[config.mk]
export PLATFORM = sky130hd
export DESIGN_NAME = hwreg_field_unit
export DESIGN_NICKNAME = d
export VERILOG_FILES = /design/src/rtl/hwf_pkg.sv /design/src/rtl/hwf_ctrl.sv /design/src/rtl/hwf_datapath.sv /design/src/rtl/hwreg_field_unit.sv
export SDC_FILE = /design/constraint.sdc
export NUM_CORES = 1
export LEC_CHECK = 0
export ABC_AREA = 0
export BUFFER_PORTS_ARGS = -buffer_cell sky130_fd_sc_hd__buf_4
export CORE_ASPECT_RATIO = 1.75
export CORE_MARGIN = 4
export CORE_UTILIZATION = 30
export DETAILED_ROUTE_END_ITERATION = 10
export SLEW_MARGIN = 10
export SYNTH_ARGS = -nofsm -noshare
export SYNTH_HDL_FRONTEND = slang
export SYNTH_SLANG_ARGS = --single-unit
[constraint.sdc]
create_clock -name clk -period 2.51 [get_ports clk]
set_input_delay 0.251 -clock clk [delete_from_list [all_inputs] [get_ports clk]]
set_output_delay 0.251 -clock clk [all_outputs]
set_load 0.1 [all_outputs]
[src/rtl/hwf_pkg.sv]
package hwf_pkg;

  // Strobes from the control decode to the datapath
  typedef struct packed {
    logic wrEn;    // commit a write on the next edge
    logic useImm;  // source is the immediate dword
    logic rdHit;   // read targets an implemented register
  } hwfStrobes_t;

endpackage

[src/rtl/hwf_ctrl.sv]
module hwf_ctrl
  import hwf_pkg::*;
#(
  parameter int NREGS = 8,
  parameter int ID_W = $clog2(NREGS),
  parameter logic [NREGS-1:0] IMPL_MASK = '1
) (
  input  logic            wrValid,
  input  logic [ID_W-1:0] wrRegId,
  input  logic            wrUseImm,
  input  logic [ID_W-1:0] rdRegId,
  output hwfStrobes_t     strb
);

  logic wrImpl;
  logic rdImpl;

  always_comb begin
    wrImpl = IMPL_MASK[wrRegId];
    rdImpl = IMPL_MASK[rdRegId];
    strb.wrEn = wrValid && wrImpl;
    strb.useImm = wrUseImm;
    strb.rdHit = rdImpl;
  end

endmodule

[src/rtl/hwf_datapath.sv]
module hwf_datapath
  import hwf_pkg::*;
#(
  parameter int DATA_W = 32,
  parameter int NREGS = 8,
  parameter int ID_W = $clog2(NREGS),
  parameter int OFF_W = $clog2(DATA_W),
  parameter int SIZE_W = $clog2(DATA_W) + 1
) (
  input  logic              clk,
  input  logic              rstN,
  input  hwfStrobes_t       strb,
  input  logic [ID_W-1:0]   wrRegId,
  input  logic [OFF_W-1:0]  wrOffset,
  input  logic [SIZE_W-1:0] wrSize,
  input  logic [DATA_W-1:0] wrScalarData,
  input  logic [DATA_W-1:0] wrImmData,
  input  logic [ID_W-1:0]   rdRegId,
  input  logic [OFF_W-1:0]  rdOffset,
  input  logic [SIZE_W-1:0] rdSize,
  output logic [DATA_W-1:0] rdData
);

  localparam logic [DATA_W-1:0] ALL_ONES = {DATA_W{1'b1}};

  // Right-aligned mask of 'size' ones; a full-width size gives all ones
  function automatic logic [DATA_W-1:0] baseMask(input logic [SIZE_W-1:0] size);
    if (int'(size) >= DATA_W) return ALL_ONES;
    return ~(ALL_ONES << size);
  endfunction

  logic [DATA_W-1:0] wrSrc;
  logic [DATA_W-1:0] wrMask;
  logic [DATA_W-1:0] wrShifted;
  logic [DATA_W-1:0] rdMask;
  logic [DATA_W-1:0] regQ [NREGS];

  always_comb begin
    wrSrc = strb.useImm ? wrImmData : wrScalarData;
    // Left shifts discard anything that moves past the top bit
    wrMask = baseMask(wrSize) << wrOffset;
    wrShifted = wrSrc << wrOffset;
    rdMask = baseMask(rdSize);
  end

  for (genvar i = 0; i < NREGS; i++) begin : gReg
    logic [DATA_W-1:0] q;
    logic sel;
    assign sel = strb.wrEn && (wrRegId == ID_W'(i));
    always_ff @(posedge clk) begin
      if (!rstN) q <= '0;
      else if (sel) q <= (q & ~wrMask) | (wrShifted & wrMask);
    end
    assign regQ[i] = q;
  end

  always_comb begin
    rdData = '0;
    if (strb.rdHit) rdData = (regQ[rdRegId] >> rdOffset) & rdMask;
  end

endmodule

[src/rtl/hwreg_field_unit.sv]
module hwreg_field_unit
  import hwf_pkg::*;
#(
  parameter int DATA_W = 32,
  parameter int NREGS = 8,
  parameter logic [NREGS-1:0] IMPL_MASK = 8'h3F,
  parameter int ID_W = $clog2(NREGS),
  parameter int OFF_W = $clog2(DATA_W),
  parameter int SIZE_W = $clog2(DATA_W) + 1
) (
  input  logic              clk,
  input  logic              rstN,
  input  logic              wrValid,
  input  logic [ID_W-1:0]   wrRegId,
  input  logic [OFF_W-1:0]  wrOffset,
  input  logic [SIZE_W-1:0] wrSize,
  input  logic              wrUseImm,
  input  logic [DATA_W-1:0] wrScalarData,
  input  logic [DATA_W-1:0] wrImmData,
  input  logic [ID_W-1:0]   rdRegId,
  input  logic [OFF_W-1:0]  rdOffset,
  input  logic [SIZE_W-1:0] rdSize,
  output logic [DATA_W-1:0] rdData
);

  hwfStrobes_t strb;

  hwf_ctrl #(
    .NREGS(NREGS), .ID_W(ID_W), .IMPL_MASK(IMPL_MASK)
  ) uCtrl (
    .wrValid(wrValid), .wrRegId(wrRegId), .wrUseImm(wrUseImm),
    .rdRegId(rdRegId), .strb(strb)
  );

  hwf_datapath #(
    .DATA_W(DATA_W), .NREGS(NREGS), .ID_W(ID_W), .OFF_W(OFF_W), .SIZE_W(SIZE_W)
  ) uDp (
    .clk(clk), .rstN(rstN), .strb(strb),
    .wrRegId(wrRegId), .wrOffset(wrOffset), .wrSize(wrSize),
    .wrScalarData(wrScalarData), .wrImmData(wrImmData),
    .rdRegId(rdRegId), .rdOffset(rdOffset), .rdSize(rdSize),
    .rdData(rdData)
  );

endmodule

======== Word-level counts from Yosys, hierarchy flattened ========
Memory sizes are Yosys's and may differ from the RTL's.
Index checks and enable logic that the tools add are counted.
word-level totals
  flip-flop bits (word level) ............. 256
  memory bits (read-only) ................. 16
  input bits .............................. 96
  output and inout bits ................... 32
  word-level logic and storage cells ...... 72
  memories ................................ 2
memory list
  memory           words  bits a word  rd ports  clocked after memory_dff  wr ports  line            text
  (no name shown)  8      1            1         0                         0         hwf_ctrl.sv:19  wrImpl = IMPL_MASK[wrRegId];
  (no name shown)  8      1            1         0                         0         hwf_ctrl.sv:20  rdImpl = IMPL_MASK[rdRegId];
cells by class
  order comparisons ....................... 5
  equal/unequal tests ..................... 7
  shift operators ......................... 5
  mux-type cells .......................... 13
  bitwise operators ....................... 22
  reduce and logical (&&, ||, !) cells .... 10
operator list
  kind                   count
  $and 32x32->32         10
  $mux 32                8
  $or 32x32->32          8
  $bmux 32 s3            1
  $not 32->32            3
  $shl 32x5->32          2
  $shl 32x6->32 const A  2
  $shr 32x5->32          1
  $eq 3x3->1 const B     4
  $ge 6x6->1 const B     2
  $logic_and 1x1->1      9
  $lt 3x4->1 const B     2
  $eq 3x2->1 const B     2
  $ge 4x4->1 const B     1
  $mux 1                 4
  $not 3->4              1
  $eq 3x1->1 const B     1
  $logic_not 3->1        1

======== Logic depth before layout (Yosys ltp) ========
  depth in word-level cells ............... 7
  mapped depth ............................ 12
  gate-level depth less buffers ........... 7

======== Modules after synthesis ========
From an unflattened synthesis, not the netlist that was laid out.
unflattened totals
  cells, all modules ...................... 2036
  area, all modules ....................... 17900.9 µm²
by module, submodules not included
  module        instances  cells each  area an instance (µm²)  sequential area each (µm²)
  hwf_datapath  1          2032        17870.9                 5124.9
  hwf_ctrl      1          4           30.0                    0.0

======== Least setup slack after synthesis ========
No wires, ideal clock.
  kind .................................... in2out
  start point ............................. in rdOffset[1]
  end point ............................... out rdData[28]
  arrival ................................. 6340 ps
  required time ........................... 2259 ps
  path slack .............................. -4081 ps
  stages on the path ...................... 6
  buffers on the path ..................... 3
  cell sequence ........................... inv_1 > clkbuf_1 > clkbuf_1 > clkbuf_1 > mux4_2 > a2111oi_0
between the ends
  longest elaborated chain between the ends .. 3
ends and longest elaborated chain
  element          line                    text
  start, declared  hwreg_field_unit.sv:21  input logic [OFF_W-1:0] rdOffset,
  $shr 32x5->32    hwf_datapath.sv:59      if (strb.rdHit) rdData = (regQ[rdRegId] >> rdOffset) & rdMask;
  $and 32x32->32   hwf_datapath.sv:59
  $mux 32          hwf_datapath.sv:59
  end, declared    hwreg_field_unit.sv:23  output logic [DATA_W-1:0] rdData
No other way between the ends.

==> flow_metrics.tcl <==
set metrics [dict create \
    final_cells 3192 \
    cts_root_buf "clkbuf_16" \
    wirelength_um 73000 \
    ys.flop_type "dfxtp_1" \
    io-pin-count 128 \
    drc_errors 0 \
    crit_path_cell_trace "mux4_2 -> mux2i_4 -> inv_2 -> mux4_2 -> mux4_2 -> o2bb2ai_2 -> o21a_4 -> buf_12" \
    rows 116 \
    cts_htree_levels 1 \
    cts_hold_buf 0 \
    cts_tree "yes" \
    final_antenna_net_count 0 \
    syn_inst 2024 \
    stdcell_area_um2 23900 \
    numPortBuffers 127 \
    setup_viol 32 \
    grt_start_max_net_pins 128 \
    ys_async_sr_fraction_pct 0 \
    criticalPathCategory "reg -> out" \
    netlist.area_leader.share_pct 29.6 \
    violations "setup timing" \
    layout_setup_ws_ns -0.895 \
    yosysTopAreaCell "dfxtp_1" \
    synth_edf_count 0 \
    outcome "finished with violations" \
    rsz0062_at_grt "true" \
    vias 18300 \
    ir_drop_v 0.000391 \
    gp_congestion 0.997 \
    fin_crit_sh_pct 136 \
    wl_per_cell_um 22.9 \
    syn_nets 2120 \
    synth_cell_types 86 \
    numCtsBuffers 22 \
    syn_avg_cell_area_um2 8.56 \
    clock_latency_ns 0.51 \
    fin_worst_skew_ns 0 \
    yosysSeqAreaShare_pct 29.6 \
    required_ns 2.26 \
    path_clk_slew_ns 0.07 \
    hold_viol_final 0 \
    clock-sinks 256 \
    grt_first_pass_wirelength_um 111000 \
    max_stage_delay_ns 0.54 \
    cp_common_cell "mux4_2" \
    critPathBufInv 2 \
    antenna_found_initial 0 \
    die_h_um 326 \
    min_period_ns 3.40 \
    slew_headroom_pct 48.8 \
    nets 2507 \
    core_area_um2 57200 \
    die_x_um 190 \
    grt_usage_pct 22.6 \
    start_kind "register" \
    routed_via_density 5.74 \
    dp.cells 3142 \
    tightestPinTransition_ns 0.768 \
    yosys_warnings 0 \
    diodes 0 \
    crit_path_max_fanout 2 \
    holdCritPathClass "in -> reg" \
    p_total_uw 10400 \
    power_density_nw_per_um2 435 \
    dieArea_um2 61800 \
    crit_path_end_kind "primary output" \
    drive_gt1_share_pct 35.1 \
    fmax_mhz 294 \
    slowest_stage "mux4_2" \
    slew_violations 0 \
    clockBufferDepth 3 \
    final_core_util_pct 41.9 \
    cp.arrival_ns 3.15 \
    area_delta_synth_final_pct 38.1 \
    dr.pass1.iters 6 \
    critPathTopFamily "multiplexers" \
    synthTopCellsByArea "dfxtp_1 (30%), mux4_2 (12%), mux2i_1 (7.6%), nand2_1 (5.3%), a21oi_1 (4.1%)" \
    drt-initial-drc-count 1387 \
    dpl_cell_area_um2 22300 \
    ys_ff_latch 256 \
    timing.max_cap.violations 0 \
    syn_area_um2 17300 \
    final.fill_count 5692 \
    start_util_pct 30.3 \
    dp_hpwl_um 57100 \
    grt_overflow_total 0 \
    grt_pass1_vias 18400 \
    power_leakage_uw 0.00926 \
]
worst reg2reg max path: stages (launching register included):
cell     delay [ns]
dfxtp_1        0.32
buf_4          0.13
o221a_2        0.27
timing repair:
| item | 4_1_cts | 5_1_grt |
|---|---|---|
| pin swaps | 24 | 14 |
| setup buffers | 6 | 5 |
| setup endpoints to repair | 38 | 32 |
| cloned | 0 | 1 |
| gates resized for setup | 157 | 39 |
logic make-up after synthesis:
group           Yosys count  synth area share, %
mux                     272                 23.1
buf+inv                 211                 5.41
compound gates          611                 24.1
fa+ha+maj                 4                0.231
flops                   256                 29.6
simple gates            670                 17.6
final cells by class:
class / count / area (µm²) / share of cell area, %
Multi-Input combinational cell: 1557 / 12100 / 50.7
Tap cell: 767 / 960 / 4.01
Clock buffer: 33 / 653 / 2.73
Sequential cell: 256 / 5140 / 21.5
Timing Repair Buffer: 554 / 4930 / 20.6
Inverter: 20 / 75.1 / 0.314
Clock inverter: 5 / 25.0 / 0.105
metal layers:
layer / track usage, % / part of all wire (%)
met4: 14.4 / 7.8
met1: 24.2 / 36
met2: 42.1 / 52
met3: 1.89 / 4.3
met5: 0 / 0
power breakdown:
group	internal (µW)	switching, µW
logic	1250	1750
registers	4100	22.7
clock network	1800	1500
total	7150	3280
cell usage in the layout, fill, tap and decap left out, types with 53 or more instances in the layout:
cell type	netlist	final
buf_4	6	471
mux2i_1	131	122
dfxtp_1	256	240
nand2_1	246	240
nor3_1	60	53
o21ai_0	85	79
mux4_2	90	91
o211ai_1	68	68
and2_1	74	72
nor2_1	166	158
a21oi_1	141	136
worst paths after layout:
kind | start | end | slack [ns] | depth (start not counted)
worst max-delay path | register | rdData[0] | -0.89 | 8
worst min-delay path | rstN | register | 0.26 | 2
worst max register to register | register | register | 1.69 | 2
worst min register to register | register | register | 0.46 | 2
cell usage after synthesis, drive strengths merged (12+ instances only):
library cell and number:
a211oi 45, a21o 16, a21oi 142, a31oi 20, and2 74, buf 63
clkbuf 128, dfxtp 256, inv 16, mux2 42, mux2i 136, mux4 94
nand2 246, nand3 52, nor2 166, nor3 60, nor4 12, o211ai 68
o21ai 102, o22ai 21, o31ai 39
through the flow:
step / hold WS (ns) / setup TNS [ns] / worst slack [ns]
final: 0.258 / -20.88 / -0.895
after detailed placement: 0.441 / -36.64 / -0.770
after CTS: 0.231 / -20.52 / -0.905
after floorplan: 0.421 / -8.44 / -0.800
after global routing: 0.255 / -22.77 / -0.927
after global placement: 0.436 / -34.31 / -0.782
No activity file was read; power rests on OpenSTA's default activity.
